--- src/rtl/tern_rop_pkg.sv ---
package tern_rop_pkg;
  // Number of operand pixels feeding each lookup index.
  localparam int unsigned OPND_N = 3;
  // A raster operation code holds one result bit per index value.
  localparam int unsigned CODE_W = 1 << OPND_N;
  typedef logic [CODE_W-1:0] rop_code_t;

  // Index positions whose destination bit is 0 or 1.
  localparam rop_code_t DST_LO = 8'h55;
  localparam rop_code_t DST_HI = 8'hAA;
  // Index positions whose source bit is 0 or 1.
  localparam rop_code_t SRC_LO = 8'h33;
  localparam rop_code_t SRC_HI = 8'hCC;
  // Index positions whose pattern bit is 0 or 1.
  localparam rop_code_t PAT_LO = 8'h0F;
  localparam rop_code_t PAT_HI = 8'hF0;
endpackage

--- src/rtl/trop_code_select.sv ---
module trop_code_select
  import tern_rop_pkg::*;
#(
  parameter int unsigned MIX_W = 8,
  parameter int unsigned X_W   = 16,
  localparam int unsigned IW   = $clog2(MIX_W)
) (
  input  rop_code_t        fg_rop,
  input  rop_code_t        bg_rop,
  input  logic [MIX_W-1:0] mix_map,
  input  logic             mix_en,
  input  logic [X_W-1:0]   x_pos,
  input  logic             x_neg,
  output rop_code_t        code
);
  logic [IW-1:0] lane;
  logic [IW-1:0] pick;
  logic          use_fg;

  always_comb begin
    lane = IW'(x_pos % X_W'(MIX_W));
    // A descending walk reads the mix byte from its far end.
    pick = x_neg ? IW'(MIX_W - 1) - lane : lane;
    use_fg = mix_en ? mix_map[pick] : 1'b1;
    code = use_fg ? fg_rop : bg_rop;
  end
endmodule

--- src/rtl/trop_bit_eval.sv ---
module trop_bit_eval
  import tern_rop_pkg::*;
(
  input  rop_code_t code,
  input  logic      d,
  input  logic      s,
  input  logic      p,
  output logic      y
);
  rop_code_t hit;

  // Each operand keeps the index positions that agree with its bit value.
  // Only the single position matching all three survives the AND.
  always_comb begin
    hit = code & (d ? DST_HI : DST_LO)
               & (s ? SRC_HI : SRC_LO)
               & (p ? PAT_HI : PAT_LO);
    y = |hit;
  end
endmodule

--- src/rtl/trop_combiner.sv ---
module trop_combiner
  import tern_rop_pkg::*;
#(
  parameter int unsigned PIX_W = 8
) (
  input  rop_code_t        code,
  input  logic [PIX_W-1:0] dst,
  input  logic [PIX_W-1:0] src,
  input  logic [PIX_W-1:0] pat,
  output logic [PIX_W-1:0] res
);
  for (genvar b = 0; b < PIX_W; b++) begin : g_bit
    trop_bit_eval u_bit (
      .code (code),
      .d    (dst[b]),
      .s    (src[b]),
      .p    (pat[b]),
      .y    (res[b])
    );
  end
endmodule

--- src/rtl/trop_out_reg.sv ---
module trop_out_reg #(
  parameter int unsigned PIX_W = 8
) (
  input  logic             clk,
  input  logic             rst,
  input  logic             load,
  input  logic [PIX_W-1:0] d,
  output logic             q_valid,
  output logic [PIX_W-1:0] q
);
  always_ff @(posedge clk) begin
    if (rst) begin
      q_valid <= 1'b0;
      q       <= '0;
    end else begin
      q_valid <= load;
      if (load) q <= d;
    end
  end
endmodule

--- src/rtl/tern_rop_unit.sv ---
module tern_rop_unit
  import tern_rop_pkg::*;
#(
  parameter int unsigned PIX_W = 8,
  parameter int unsigned MIX_W = 8,
  parameter int unsigned X_W   = 16
) (
  input  logic             clk,
  input  logic             rst,
  input  logic             in_valid,
  input  logic [PIX_W-1:0] dst_px,
  input  logic [PIX_W-1:0] src_px,
  input  logic [PIX_W-1:0] pat_px,
  input  logic [7:0]       fg_rop,
  input  logic [7:0]       bg_rop,
  input  logic [MIX_W-1:0] mix_map,
  input  logic             mix_en,
  input  logic [X_W-1:0]   x_pos,
  input  logic             x_neg,
  output logic             out_valid,
  output logic [PIX_W-1:0] out_px
);
  rop_code_t        sel_code;
  logic [PIX_W-1:0] comb_px;

  trop_code_select #(.MIX_W(MIX_W), .X_W(X_W)) u_sel (
    .fg_rop  (fg_rop),
    .bg_rop  (bg_rop),
    .mix_map (mix_map),
    .mix_en  (mix_en),
    .x_pos   (x_pos),
    .x_neg   (x_neg),
    .code    (sel_code)
  );

  trop_combiner #(.PIX_W(PIX_W)) u_comb (
    .code (sel_code),
    .dst  (dst_px),
    .src  (src_px),
    .pat  (pat_px),
    .res  (comb_px)
  );

  trop_out_reg #(.PIX_W(PIX_W)) u_oreg (
    .clk     (clk),
    .rst     (rst),
    .load    (in_valid),
    .d       (comb_px),
    .q_valid (out_valid),
    .q       (out_px)
  );
endmodule

--- config.mk ---
export PLATFORM = sky130hd
export DESIGN_NAME = tern_rop_unit
export DESIGN_NICKNAME = d
export VERILOG_FILES = /design/src/rtl/tern_rop_pkg.sv /design/src/rtl/trop_code_select.sv /design/src/rtl/trop_bit_eval.sv /design/src/rtl/trop_combiner.sv /design/src/rtl/trop_out_reg.sv /design/src/rtl/tern_rop_unit.sv
export SDC_FILE = /design/constraint.sdc
export NUM_CORES = 1
export LEC_CHECK = 0
export BUFFER_PORTS_ARGS = -buffer_cell sky130_fd_sc_hd__buf_2
export CAP_MARGIN = 20
export CELL_PAD_IN_SITES_DETAIL_PLACEMENT = 0
export CELL_PAD_IN_SITES_GLOBAL_PLACEMENT = 1
export CORE_ASPECT_RATIO = 0.6
export CORE_MARGIN = 2
export CORE_UTILIZATION = 30
export DETAILED_ROUTE_END_ITERATION = 16
export HOLD_SLACK_MARGIN = 0.06
export PLACE_DENSITY_LB_ADDON = 0.05
export SYNTH_ARGS = -nofsm -noshare
export SYNTH_HDL_FRONTEND = slang
export SYNTH_SLANG_ARGS = --single-unit
--- constraint.sdc ---
create_clock -name clk -period 3.2 [get_ports clk]
set_input_delay 0.32 -clock clk [delete_from_list [all_inputs] [get_ports clk]]
set_output_delay 0.32 -clock clk [all_outputs]
set_load 0.01 [all_outputs]
### After elaboration in Yosys (flattened, before gate mapping)

Index checks and enable logic that the tools add are counted.

| storage, ports and cells | value |
|---|---|
| bits in registers | 9 |
| bits in latches | 0 |
| memory bits (writable) | 0 |
| ROM bits | 0 |
| word-level logic and storage cells | 65 |
| memories kept | 0 |

| cells by class | value |
|---|---|
| add/subtract/negate cells | 1 |
| multiply operators | 0 |
| div/mod/pow operators | 0 |
| order comparisons | 1 |
| equal/unequal tests | 0 |
| shift-type cells | 0 |
| muxes and demuxes | 29 |
| bitwise gates (word level) | 24 |
| reductions and logical operators | 8 |

Operator list:

| cell | number |
|---|---|
| two-way mux 8 bit | 25 |
| bitwise AND 8 bit | 24 |
| OR reduction 8 bit | 8 |
| less-than comparator 3 x 4 -> 1 bit, second input constant | 1 |
| binary-select mux 1 bit (select 3 bit) | 1 |
| two-way mux 3 bit | 1 |
| subtractor 3 bit, first input constant | 1 |
| two-way mux 1 bit | 2 |

### Depth between registers and ports, before layout

Gate-level depths: netlist of the first run.

| logic depth | value |
|---|---|
| word-level depth | 10 |
| mapped depth | 10 |

### Cells and area by module

A second synthesis of the first run with hierarchy kept.

| unflattened totals | value |
|---|---|
| cell total of the unflattened synthesis | 80 |
| area, all modules | 1084.8 sq um |

By module, submodules not included:

| module | instances | cells each | area each (sq um) | seq. area each (sq um) |
|---|---|---|---|---|
| trop_bit_eval | 8 | 3 | 63.8 | 0.0 |
| trop_out_reg | 1 | 28 | 312.8 | 180.2 |
| trop_code_select | 1 | 28 | 261.5 | 0.0 |

### Worst setup path before layout of the first run

No wires, ideal clock.

| path | value |
|---|---|
| path type | input to register |
| from | input x_pos[1] |
| to | register u_oreg.q[4] |
| arrival time | 2254 ps |
| required time | 3068 ps |
| slack | 814 ps |
| stages on the path | 10 |
| path buffers | 2 |
| cell sequence | buf_2 -> nor2b_1 -> mux2i_1 -> o22ai_1 -> o31ai_4 -> buf_6 -> mux4_1 -> mux2i_1 -> mux2_2 -> o22ai_1 |

| on the way | value |
|---|---|
| longest elaborated chain between the ends | 10 |

Ends and longest elaborated chain:

| item | RTL line | text |
|---|---|---|
| from (decl) | tern_rop_unit.sv:18 | `input logic [X_W-1:0] x_pos,` |
| subtractor 3 bit | trop_code_select.sv:23 | `pick = x_neg ? IW'(MIX_W - 1) - lane : lane;` |
| two-way mux 3 bit * | trop_code_select.sv:23 |  |
| binary-select mux 1 bit (select 3 bit) * | trop_code_select.sv:24 | `use_fg = mix_en ? mix_map[pick] : 1'b1;` |
| two-way mux 1 bit (implied by the code) * | trop_code_select.sv:24 |  |
| two-way mux 1 bit * | trop_code_select.sv:24 |  |
| two-way mux 8 bit * | trop_code_select.sv:25 | `code = use_fg ? fg_rop : bg_rop;` |
| bitwise AND 8 bit * | trop_bit_eval.sv:15 | `hit = code & (d ? DST_HI : DST_LO)` |
| bitwise AND 8 bit * | trop_bit_eval.sv:16 | `& (s ? SRC_HI : SRC_LO)` |
| bitwise AND 8 bit * | trop_bit_eval.sv:17 | `& (p ? PAT_HI : PAT_LO);` |
| OR reduction 8 bit * | trop_bit_eval.sv:18 | `y = \|hit;` |
| to (signal assigned) | trop_out_reg.sv:14 | `q <= '0;` |
| to (signal assigned) | trop_out_reg.sv:17 | `if (load) q <= d;` |
| to (decl) | trop_out_reg.sv:9 | `output logic [PIX_W-1:0] q` |

Every way passes the cells marked *; elsewhere a longest branch is shown, timed or not. The select of a mux whose other input is x is not followed.
A chain may end at the register's enable or synchronous reset.

### Worst setup path in the final report of the first run

| path | value |
|---|---|
| from | input x_pos[0] |
| to | register u_oreg.q[4] |

The elaborated chain is that of the path after synthesis.

==> impl_metrics.csv, run 1 <==
group,metric,value,unit
clock_network,clock_latency,230,ps
sta,hold_ws,410,ps
setup_path,crit_path_top_delay_cell,"mux4_1",
floorplan,std_cell_rows,20,
outcome,status,"complete, no violations",
sta,slew_viol_final,0,
global_route,track_usage,16.2,%
power_and_ir_drop,p_int,0.379,mW
sta,worst_slew_pin_slew,324,ps
detailed_routing,wl,4.52,mm
synth,synth.avg_cell_area,13.6,um2
sta,setup-tns-final,0,ps
detailed_routing,via_count,1339,
finish,instances_no_fill,240,
global_route,grt_pass1_wl,6.83,mm
placement,postPlaceCellArea,1900,um2
power_and_ir_drop,leakagePower,0.836,nW
power_and_ir_drop,power_frac_seq,22.9,%
placement,io_buffers,64,
setup_path,critPathTopFamily,"multiplexers",
synth,syn-num-nets,182,
sta,finalWorstSetupSlack,786,ps
setup_path,cp-end-kind,"flip-flop",
synth,synth.distinct_cells,24,
synth,yosys_warnings,0,
global_route,grt_pass1_vias,1307,
finish,antenna_cells,0,
sta,hold_viol,0,
power_and_ir_drop,clkPwrFrac,23.6,%
sta,max_slew_margin,78.4,%
clock_network,htreeDepth,1,
floorplan,start_util,30.8,%
floorplan,die_h,59.5,um
power_and_ir_drop,power.density,289,nW/um2
finish,nets,244,
clock_network,cts_hold_buf,0,
finish,syn_to_final_growth,26.4,%
power_and_ir_drop,combPwrFrac,53.5,%
clock_network,cts_made_buffers,3,
synth,syn_area,1540,um2
setup_path,critPathRequiredTime,3300,ps
sta,fin_crit_sh,75.4,%
synth,synth_cells,113,
floorplan,core-area,5000,um2
placement,dp_hpwl,3.55,mm
job,maxCapViolCount,0,
detailed_routing,wl_per_cell,18.8,um
synth,ys_ff_latch,9,
clock_network,cts_setup_buffers,0,
setup_path,critPathBufInv,2,
detailed_routing,drc_errors,0,
power_and_ir_drop,power_switching,0.182,mW
sta,fmax,414,MHz
clock_network,cts_root_buf,"clkbuf_8",
worst_hold_path,hold_class,"in2reg",
finish,utilization,38.9,%
power_and_ir_drop,switching_share,32.5,%
setup_path,path_cells,"buf_2 -> nor2b_1 -> mux2i_1 -> o22ai_1 -> o31ai_4 -> buf_12 -> mux4_1 -> mux2i_1 -> mux2_2 -> o22ai_1",
global_route,grt_overflow,0,
placement,place_congestion,0.799,
clock_network,cts_resized,0,
floorplan,die-area,5740,um2
placement,post-place-ws,548,ps
setup_path,critPathMaxFanout,32,
placement,post-place-cells,236,
clock_network,clk_pin_slew,40,ps
sta,setup_viol_count_final,0,
clock_network,cts_tree,"yes",
floorplan,die_w,96.5,um
detailed_routing,postRouteAntennaNets,0,
clock_network,clockBufferDepth,2,
setup_path,critical_path_class,"in2reg",
power_and_ir_drop,power,0.562,mW
finish,drive_gt1_share,59.8,%
setup_path,crit_path_start_kind,"input port",
detailed_routing,drtPass1Iterations,4,
synth,yosysSeqAreaShare,11.7,%
detailed_routing,drtIter0Drc,51,
clock_network,clock_sinks,9,
finish,final_area,1950,um2
setup_path,worst_path_largest_cell_delay,610,ps
sta,rsz0062_at_grt,"false",
sta,fin_worst_skew,0,ps
sta,period_minus_slack,2410,ps
global_route,antenna_found_initial,0,
global_route,grt_max_degree,33,
floorplan,ioPinCount,78,
detailed_routing,avgViaCountPerCell,5.58,
power_and_ir_drop,ir_worst_vdd,90.4,uV
setup_path,cp.arrival,2520,ps
## kinds of logic after synthesis
family	count (synthesis)	share of synthesized area, %
compound gates	15	7.64
xor+xnor	1	0.569
buf+inv	9	4.22
flops	9	11.7
mux	61	68.8
simple gates	18	7.07
## flip-flops by register name, indices dropped and copies added (netlist names)
register,cells
u_oreg.q_valid,1
u_oreg.q,8
## synthesized netlist by cell type
| library cell | instances | area share, % |
|---|---|---|
| a21oi_1 | 2 | 0.65 |
| a21oi_4 | 1 | 1.1 |
| and3b_1 | 1 | 0.57 |
| buf_2 | 1 | 0.32 |
| buf_4 | 2 | 0.97 |
| buf_6 | 3 | 2.2 |
| clkbuf_1 | 2 | 0.49 |
| dfxtp_1 | 9 | 12 |
| inv_1 | 1 | 0.24 |
| mux2_2 | 8 | 5.8 |
| mux2i_1 | 20 | 13 |
| mux4_1 | 7 | 12 |
| mux4_2 | 26 | 38 |
| nand2b_1 | 9 | 3.7 |
| nand3_1 | 2 | 0.65 |
| nand3b_1 | 1 | 0.49 |
| nor2_1 | 2 | 0.49 |
| nor2b_1 | 2 | 0.81 |
| o21ai_1 | 1 | 0.32 |
| o221ai_1 | 1 | 0.57 |
| o22ai_1 | 9 | 3.7 |
| o31ai_4 | 1 | 1.4 |
| or3_1 | 1 | 0.41 |
| xor2_1 | 1 | 0.57 |
## cells in the final DEF, fill, tap and decap left out
master / Yosys / final
a21oi_4: 1 / 1
nand3_1: 2 / 2
nor2_1: 2 / 2
clkbuf_8: 0 / 3
mux2i_1: 20 / 20
mux2_2: 8 / 8
o221ai_1: 1 / 1
clkbuf_1: 2 / 1
o31ai_4: 1 / 1
and3b_1: 1 / 1
o22ai_1: 9 / 9
or3_1: 1 / 1
o21ai_1: 1 / 1
a21oi_1: 2 / 2
mux4_2: 26 / 26
nand2b_1: 9 / 9
nand3b_1: 1 / 1
inv_1: 1 / 1
nor2b_1: 2 / 2
xor2_1: 1 / 1
dfxtp_1: 9 / 9
buf_2: 1 / 64
buf_12: 0 / 1
mux4_1: 7 / 7
## power groups by stage
stage / Combinational, mW / Sequential (mW) / Clock, mW
finish: 0.301 / 0.128 / 0.133
floorplan: 0.195 / 0.136 / 0
CTS: 0.303 / 0.128 / 0.135
detailed placement: 0.301 / 0.130 / 0
global route: 0.323 / 0.129 / 0.142
global placement: 0.298 / 0.130 / 0
## worst paths after layout
kind                                 start                        to  slack, ps  depth (start not counted)
hold reg to reg   u_oreg.q[1]$_SDFFE_PP0P_  u_oreg.q[1]$_SDFFE_PP0P_        480                          2
hold / removal                         rst  u_oreg.q[1]$_SDFFE_PP0P_        410                          2
setup / recovery                  x_pos[0]  u_oreg.q[4]$_SDFFE_PP0P_        790                         10
setup reg to reg  u_oreg.q[6]$_SDFFE_PP0P_  u_oreg.q[6]$_SDFFE_PP0P_       2580                          2
## layout make-up
class | count | area [um2]
inverters | 1 | 3.75
flip-flops and latches | 9 | 180
repair buffers | 65 | 340
multi-input cells | 95 | 1290
well taps | 66 | 82.6
clock buffers | 4 | 45.0
fillers | 511 | 3060
## routing by layer
metal  global-route usage [%]  wire [um]  part of all wire [%]
met3                     2.67        387                   8.6
met2                     22.8       1860                    41
met5                        0          0                     0
met4                     5.84         59                   1.3
met1                     25.0       2210                    49
No activity file was read; power rests on OpenSTA's default activity.
==> run 2: changes to the inputs <==
==> constraint.sdc (replaced) <==
create_clock -name clk -period 2.3 [get_ports clk]
set_input_delay 0.23 -clock clk [delete_from_list [all_inputs] [get_ports clk]]
set_output_delay 0.23 -clock clk [all_outputs]
set_load 0.01 [all_outputs]
==> run 2 against run 1 <==
  * The flow now finishes with violations (negative setup slack)
  * First-iteration DRC count rose by 49%
  * Clock power increased by 34%
  * Register-to-register slack worse by 920 ps
  * Clock-buffer cell count unchanged
  * Sequential cell count is the same
  * Sequential share of layout area is 1.2 points lower
  * Largest cell class unchanged
  * Largest power group unchanged
  * Highest routed layer unchanged
==> impl_metrics.csv, run 2 (synthesis gave the netlist of run 1 again) <==
group,metric,value,unit
placement,postPlaceCellArea,1980,um2
global_route,grt_overflow,0,
floorplan,die_w,96.5,um
global_route,antenna_found_initial,0,
detailed_routing,drc_errors,0,
floorplan,start_util,30.8,%
clock_network,clk_pin_slew,40,ps
finish,final_cell_mix,"buf_2 (61), mux4_2 (26), mux2i_1 (18), nand2b_1 (9), dfxtp_1 (9)",
detailed_routing,avgViaCountPerCell,5.63,
setup_path,reg2reg_depth,2,
finish,final_area,2230,um2
finish,fill_cells,481,
sta,hold_ws,344,ps
floorplan,std_cell_rows,20,
setup_path,crit_path_start_kind,"input port",
setup_path,critPathTopFamily,"multiplexers",
sta,hold_viol,0,
placement,place_congestion,0.818,
finish,reg.largest.list,"u_oreg.q: 8 flops, u_oreg.q_valid: 1 flops",
setup_path,path_cells,"buf_12 -> mux4_2 -> a21oi_4 -> o31ai_4 -> buf_4 -> buf_12 -> buf_4 -> mux4_2 -> mux2i_1 -> mux2_4 -> o22ai_1",
detailed_routing,drtPass1Iterations,4,
detailed_routing,via_count,1431,
sta,rsz0062_at_grt,"true",
setup_path,worst_path_largest_cell_delay,520,ps
global_route,track_usage,16.9,%
setup_path,crit_path_top_delay_cell,"mux4_2",
setup_path,cp.depth,11,
setup_path,r2r_setup_slack,1660,ps
sta,fmax,431,MHz
clock_network,clock_latency,220,ps
power_and_ir_drop,switching_share,31.3,%
floorplan,ioPinCount,78,
setup_path,cp.arrival,2420,ps
finish,utilization,44.6,%
finish,largest_register_ffs,8,
finish,nets,258,
setup_path,cp-end-kind,"flip-flop",
placement,io_buffers,64,
power_and_ir_drop,combPwrFrac,59.5,%
clock_network,clockBufferDepth,2,
clock_network,htreeDepth,1,
sta,setup_viol_count_final,2,
sta,finalWorstSetupSlack,-22.2,ps
clock_network,clock_sinks,9,
detailed_routing,drtIter0Drc,76,
power_and_ir_drop,ir_worst_vdd,163,uV
outcome,status,"finished, violations left",
sta,max_slew_margin,74.3,%
finish,regMostFlops,"u_oreg.q",
sta,worst_slew_pin_slew,385,ps
setup_path,critPathRequiredTime,2390,ps
setup_path,crit_path_end,"u_oreg.q[2]$_SDFFE_PP0P_",
floorplan,die_h,59.5,um
clock_network,cts_root_buf,"clkbuf_8",
power_and_ir_drop,p_int,0.607,mW
finish,antenna_cells,0,
finish,mostFrequentLayoutCell,"buf_2",
sta,fin_worst_skew,0,ps
power_and_ir_drop,clkPwrFrac,20.2,%
power_and_ir_drop,power,0.883,mW
outcome,violations,"negative setup slack",
detailed_routing,wl_per_cell,19.4,um
global_route,grt_pass1_wl,7.11,mm
detailed_routing,wl,4.94,mm
setup_path,r2r-end,"u_oreg.q[6]$_SDFFE_PP0P_",
sta,fin_crit_sh,101,%
clock_network,cts_hold_buf,0,
power_and_ir_drop,power_frac_seq,20.3,%
floorplan,die-area,5740,um2
detailed_routing,postRouteAntennaNets,0,
sta,setup-tns-final,-27.5,ps
setup_path,crit_start,"x_pos[0]",
sta,slew_viol_final,0,
placement,dp_hpwl,3.70,mm
setup_path,critPathBufInv,4,
finish,drive_gt1_share,68.1,%
power_and_ir_drop,leakagePower,0.984,nW
clock_network,cts_tree,"yes",
global_route,grt_pass1_vias,1290,
job,maxCapViolCount,0,
worst_hold_path,hold_class,"in2reg",
sta,period_minus_slack,2320,ps
setup_path,r2r-start,"u_oreg.q[6]$_SDFFE_PP0P_",
global_route,grt_max_degree,19,
floorplan,core-area,5000,um2
power_and_ir_drop,power.density,396,nW/um2
clock_network,cts_made_buffers,3,
setup_path,critPathMaxFanout,7,
setup_path,critical_path_class,"in2reg",
power_and_ir_drop,power_switching,0.276,mW
finish,syn_to_final_growth,44.8,%
## run 2: stage by stage
step                instances  setup WS, ps
floorplan                 113          4.45
global placement          243          -175
detailed placement        243          -224
CTS                       247          5.66
global route              254         -64.8
finish                    254         -22.2
## run 2: how the worst min path moves through the flow
| stage | startpoint | to | depth (start not counted) |
|---|---|---|---|
| 2_1_floorplan | in_valid | u_oreg.q[0]$_SDFFE_PP0P_ | 2 |
| 3_3_place_gp | u_oreg.q[2]$_SDFFE_PP0P_ | u_oreg.q[2]$_SDFFE_PP0P_ | 2 |
| 3_5_place_dp | u_oreg.q[0]$_SDFFE_PP0P_ | u_oreg.q[0]$_SDFFE_PP0P_ | 2 |
| 4_1_cts | rst | u_oreg.q[1]$_SDFFE_PP0P_ | 2 |
| 5_1_grt | pat_px[1] | u_oreg.q[1]$_SDFFE_PP0P_ | 3 |
| 6_report | pat_px[7] | u_oreg.q[7]$_SDFFE_PP0P_ | 3 |
## run 2: final cells by class
cell class / instances / area, um2 / area share (%)
Inverter: 1 / 3.75 / 0.168
Clock buffer: 4 / 45.0 / 2.02
Multi-Input combinational cell: 95 / 1380 / 61.8
Sequential cell: 9 / 180 / 8.08
Timing Repair Buffer: 79 / 541 / 24.2
Tap cell: 66 / 82.6 / 3.70
## run 2: worst reg2reg max path: cells and delay by family, from the launching register on
family | cells | cell delay (ps)
flops | 1 | 340
compound gates | 1 | 140
simple gates | 1 | 80
## run 2: power by group through the flow
stage | Sequential, mW | Clock (mW) | Combinational [mW]
after global placement | 0.180 | 0 | 0.442
after detailed placement | 0.182 | 0 | 0.447
after floorplan | 0.189 | 0 | 0.271
after CTS | 0.179 | 0.182 | 0.449
after global routing | 0.180 | 0.186 | 0.559
final | 0.179 | 0.178 | 0.525
## run 2: timing repair
item	4_1_cts	5_1_grt
buffers inserted	0	5
setup endpoints to repair	0	8
gates resized for setup	0	29
## run 2: layer usage
layer / global-route usage (%) / routed length (um) / part of all wire (%) / vias to the layer above
met2: 22.8 / 2170 / 44 / 67
met1: 27.6 / 2390 / 48 / 713
met5: 0 / 0 / 0 / -
met4: 4.63 / 32 / 0.65 / 0
li1: - / - / - / 649
met3: 2.16 / 341 / 6.9 / 2
==> run 3: changes to the inputs <==
--- a/config.mk
+++ b/config.mk
@@ -5,13 +5,14 @@
 export SDC_FILE = /design/constraint.sdc
 export NUM_CORES = 1
 export LEC_CHECK = 0
+export ABC_AREA = 1
 export BUFFER_PORTS_ARGS = -buffer_cell sky130_fd_sc_hd__buf_2
 export CAP_MARGIN = 20
 export CELL_PAD_IN_SITES_DETAIL_PLACEMENT = 0
 export CELL_PAD_IN_SITES_GLOBAL_PLACEMENT = 1
 export CORE_ASPECT_RATIO = 0.6
 export CORE_MARGIN = 2
-export CORE_UTILIZATION = 30
+export CORE_UTILIZATION = 28
 export DETAILED_ROUTE_END_ITERATION = 16
 export HOLD_SLACK_MARGIN = 0.06
 export PLACE_DENSITY_LB_ADDON = 0.05
==> run 3 against run 2 <==
  * The flow now finishes without violations
  * Utilization shrank 6.3 points
  * Fmax grew 33%
  * Total power shrank 15%
  * Register-to-register slack lost 40 ps
  * Largest power group unchanged
  * Non-clock buffer count shrank 15
  * Highest routed layer unchanged
  * Final area shrank 22%
  * Via count grew 23%
  * Synthesized cell count grew 90%
  * Setup slack gained 580 ps
  * Sequential share of layout area grew 2.2 points
  * Clock power grew 3%
  * Sequential cell count is the same
==> impl_metrics.csv, run 3 <==
group,metric,value,unit
outcome,status,"complete, no violations",
clock_network,cts_setup_buffers,0,
detailed_routing,avgViaCountPerCell,5.12,
finish,antenna_cells,0,
worst_hold_path,min_to,"u_oreg.q_valid$_SDFF_PP0_",
power_and_ir_drop,p_int,0.437,mW
setup_path,path_cells,"buf_2 -> inv_2 -> nand2_1 -> nand2_1 -> nand2_1 -> nand3_1 -> nand3b_4 -> nand3_4 -> nand2_2 -> nand3_1 -> nand3_1 -> nand3_1 -> nand2_1 -> a21oi_2",
power_and_ir_drop,power.density,431,nW/um2
detailed_routing,via_count,1756,
synth,synth_top_cell_by_area,"nand3_1",
power_and_ir_drop,ir_worst_vdd,216,uV
power_and_ir_drop,clkPwrFrac,24.2,%
detailed_routing,postRouteAntennaNets,0,
global_route,track_usage,18.7,%
floorplan,die_w,92.7,um
setup_path,cp.arrival,1850,ps
finish,instances_no_fill,343,
global_route,grt_pass1_vias,1561,
floorplan,start_util,29.0,%
global_route,grt_overflow,0,
sta,fin_worst_skew,0,ps
finish,regMostFlops,"u_oreg.q",
power_and_ir_drop,combPwrFrac,52.6,%
synth,yosysSeqAreaShare,13.6,%
sta,finalWorstSetupSlack,553,ps
synth,synth_top_area_share,44.3,%
sta,setup_viol_count_final,0,
detailed_routing,wl,4.84,mm
setup_path,r2r-end,"u_oreg.q[5]$_SDFFE_PP0P_",
clock_network,clockBufferDepth,2,
placement,dp_hpwl,3.81,mm
finish,largest_register_ffs,8,
detailed_routing,drtIter0Drc,189,
floorplan,die-area,5310,um2
clock_network,cts_tree,"yes",
synth,synth.most_common_cell,"nand3_1",
setup_path,cp-end-kind,"flip-flop",
synth,ys_ff_latch,9,
clock_network,cts_hold_buf,0,
synth,ys_async_sr_fraction,0,%
placement,post-place-cells,339,
global_route,grt-busiest-layer,"met1",
finish,nets,350,
synth,synth-edff-count,0,
floorplan,die_h,57.2,um
placement,postPlaceCellArea,1700,um2
finish,drive_gt1_share,35.0,%
finish,syn_to_final_growth,32.1,%
clock_network,htreeDepth,1,
synth,synth_cells,215,
detailed_routing,drtPass1Iterations,4,
job,maxCapViolCount,0,
synth,synth.distinct_cells,18,
synth,synth_commonest_cells,"nand3_1 (117), inv_1 (25), nand2_1 (16)",
setup_path,critPathTopFamily,"simple AND/OR/NAND/NOR gates",
synth,synth_area_leaders,"nand3_1 (44%), dfxtp_1 (14%), nand4_2 (7.6%)",
setup_path,critPathRequiredTime,2410,ps
placement,post-place-ws,316,ps
synth,synth_ff_type,"dfxtp_1",
power_and_ir_drop,switching_share,42.0,%
setup_path,r2r-start,"u_oreg.q[5]$_SDFFE_PP0P_",
global_route,grt_max_degree,18,
power_and_ir_drop,power_frac_seq,23.2,%
floorplan,std_cell_rows,19,
sta,rsz0062_at_grt,"false",
power_and_ir_drop,leakagePower,0.943,nW
setup_path,crit_path_start_kind,"input port",
sta,period_minus_slack,1750,ps
placement,place_congestion,0.800,
detailed_routing,drc_errors,0,
worst_hold_path,hold_depth,2,
sta,hold_viol,0,
clock_network,cts_made_buffers,3,
clock_network,clock_latency,230,ps
synth,yosys_warnings,0,
global_route,grt_pass1_wl,7.79,mm
sta,max_slew_margin,75.6,%
synth,synth.avg_cell_area,6.15,um2
worst_hold_path,holdCritStartpoint,"rst",
clock_network,clk_pin_slew,40,ps
worst_hold_path,hold_class,"in2reg",
finish,mostFrequentLayoutCell,"nand3_1",
setup_path,worst_path_largest_cell_delay,240,ps
setup_path,r2r_setup_slack,1620,ps
setup_path,critical_path_class,"in2reg",
floorplan,core-area,4560,um2
synth,syn-num-nets,284,
global_route,met1_usage,29.4,%
global_route,met3_usage,3.30,%
setup_path,critPathBufInv,2,
finish,final_cell_mix,"nand3_1 (117), buf_2 (64), inv_1 (25), nand2_1 (16), nand2_2 (11)",
global_route,antenna_found_initial,0,
clock_network,cts_root_buf,"clkbuf_8",
finish,final_area,1750,um2
sta,slew_viol_final,0,
synth,syn_area,1320,um2
floorplan,ioPinCount,78,
sta,setup-tns-final,0,ps
placement,io_buffers,64,
power_and_ir_drop,power_switching,0.317,mW
clock_network,clock_sinks,9,
sta,fin_crit_sh,75.9,%
setup_path,critPathMaxFanout,9,
sta,worst_slew_pin_slew,367,ps
sta,fmax,573,MHz
setup_path,reg2reg_depth,2,
sta,hold_ws,171,ps
setup_path,crit_path_top_delay_cell,"nand2_2",
detailed_routing,wl_per_cell,14.1,um
clock_network,cts_resized,0,
finish,reg.largest.list,"u_oreg.q: 8 flops, u_oreg.q_valid: 1 flops",
global_route,grt.met2_usage,27.5,%
==> run 3: changes by cell type after synthesis, sizes merged, moves of 20 or more <==
cell / before / now
inv: 1 / 26
mux2i: 20 / 0
mux4: 33 / 0
nand2: 0 / 27
nand3: 2 / 119
==> run 3: worst max-delay path by stage <==
stage | start | endpoint | slack, ps | cells past startpoint
after CTS | x_neg | u_oreg.q[4]$_SDFFE_PP0P_ | 560 | 10
after global placement | x_neg | u_oreg.q[4]$_SDFFE_PP0P_ | 260 | 11
after detailed placement | x_neg | u_oreg.q[4]$_SDFFE_PP0P_ | 320 | 10
after global routing | x_neg | u_oreg.q[4]$_SDFFE_PP0P_ | 350 | 11
after floorplan | x_neg | u_oreg.q[0]$_SDFFE_PP0P_ | 650 | 10
final | x_neg | u_oreg.q[4]$_SDFFE_PP0P_ | 550 | 14
==> run 3: cells by family (layout without fill, tap and decap cells) <==
kind of cell    after synthesis  count (layout)  share of synthesized area [%]
flops                         9               9                           13.6
xor+xnor                      3               3                           1.99
buf+inv                      29              94                           8.89
compound gates               16              16                           8.33
simple gates                158             158                           67.2
==> run 3: worst reg2reg max path: stages (launching register included) <==
cell and delay (ps):
dfxtp_1 310, o21ai_0 210, a21oi_2 50
==> run 3: layout make-up <==
cell class | instances | area (um2)
Timing Repair Buffer | 64 | 320
Multi-Input combinational cell | 177 | 1020
Inverter | 26 | 97.6
Tap cell | 63 | 78.8
Clock buffer | 4 | 45.0
Fill cell | 519 | 2820
Sequential cell | 9 | 180
==> run 3: metal layers <==
metal,part of all wire (%),vias to the layer above,wire [um]
met2,40,70,1950
met1,52,780,2510
met4,0.56,0,27
li1,-,904,-
met5,0,-,0
met3,7.2,2,350
==> run 3: power by group through the flow <==
stage,logic [mW],clock network [mW],registers (mW)
floorplan,0.249,0,0.185
detailed placement,0.393,0,0.178
global placement,0.399,0,0.178
CTS,0.395,0.189,0.175
global route,0.439,0.202,0.176
finish,0.396,0.183,0.175
==> run 3: per-stage QoR <==
stage | util [%] | total power [mW]
final | 38.3 | 0.753
after global placement | 37.3 | 0.576
after CTS | 38.3 | 0.759
after detailed placement | 37.3 | 0.571
after global routing | 38.3 | 0.818
after floorplan | - | 0.434
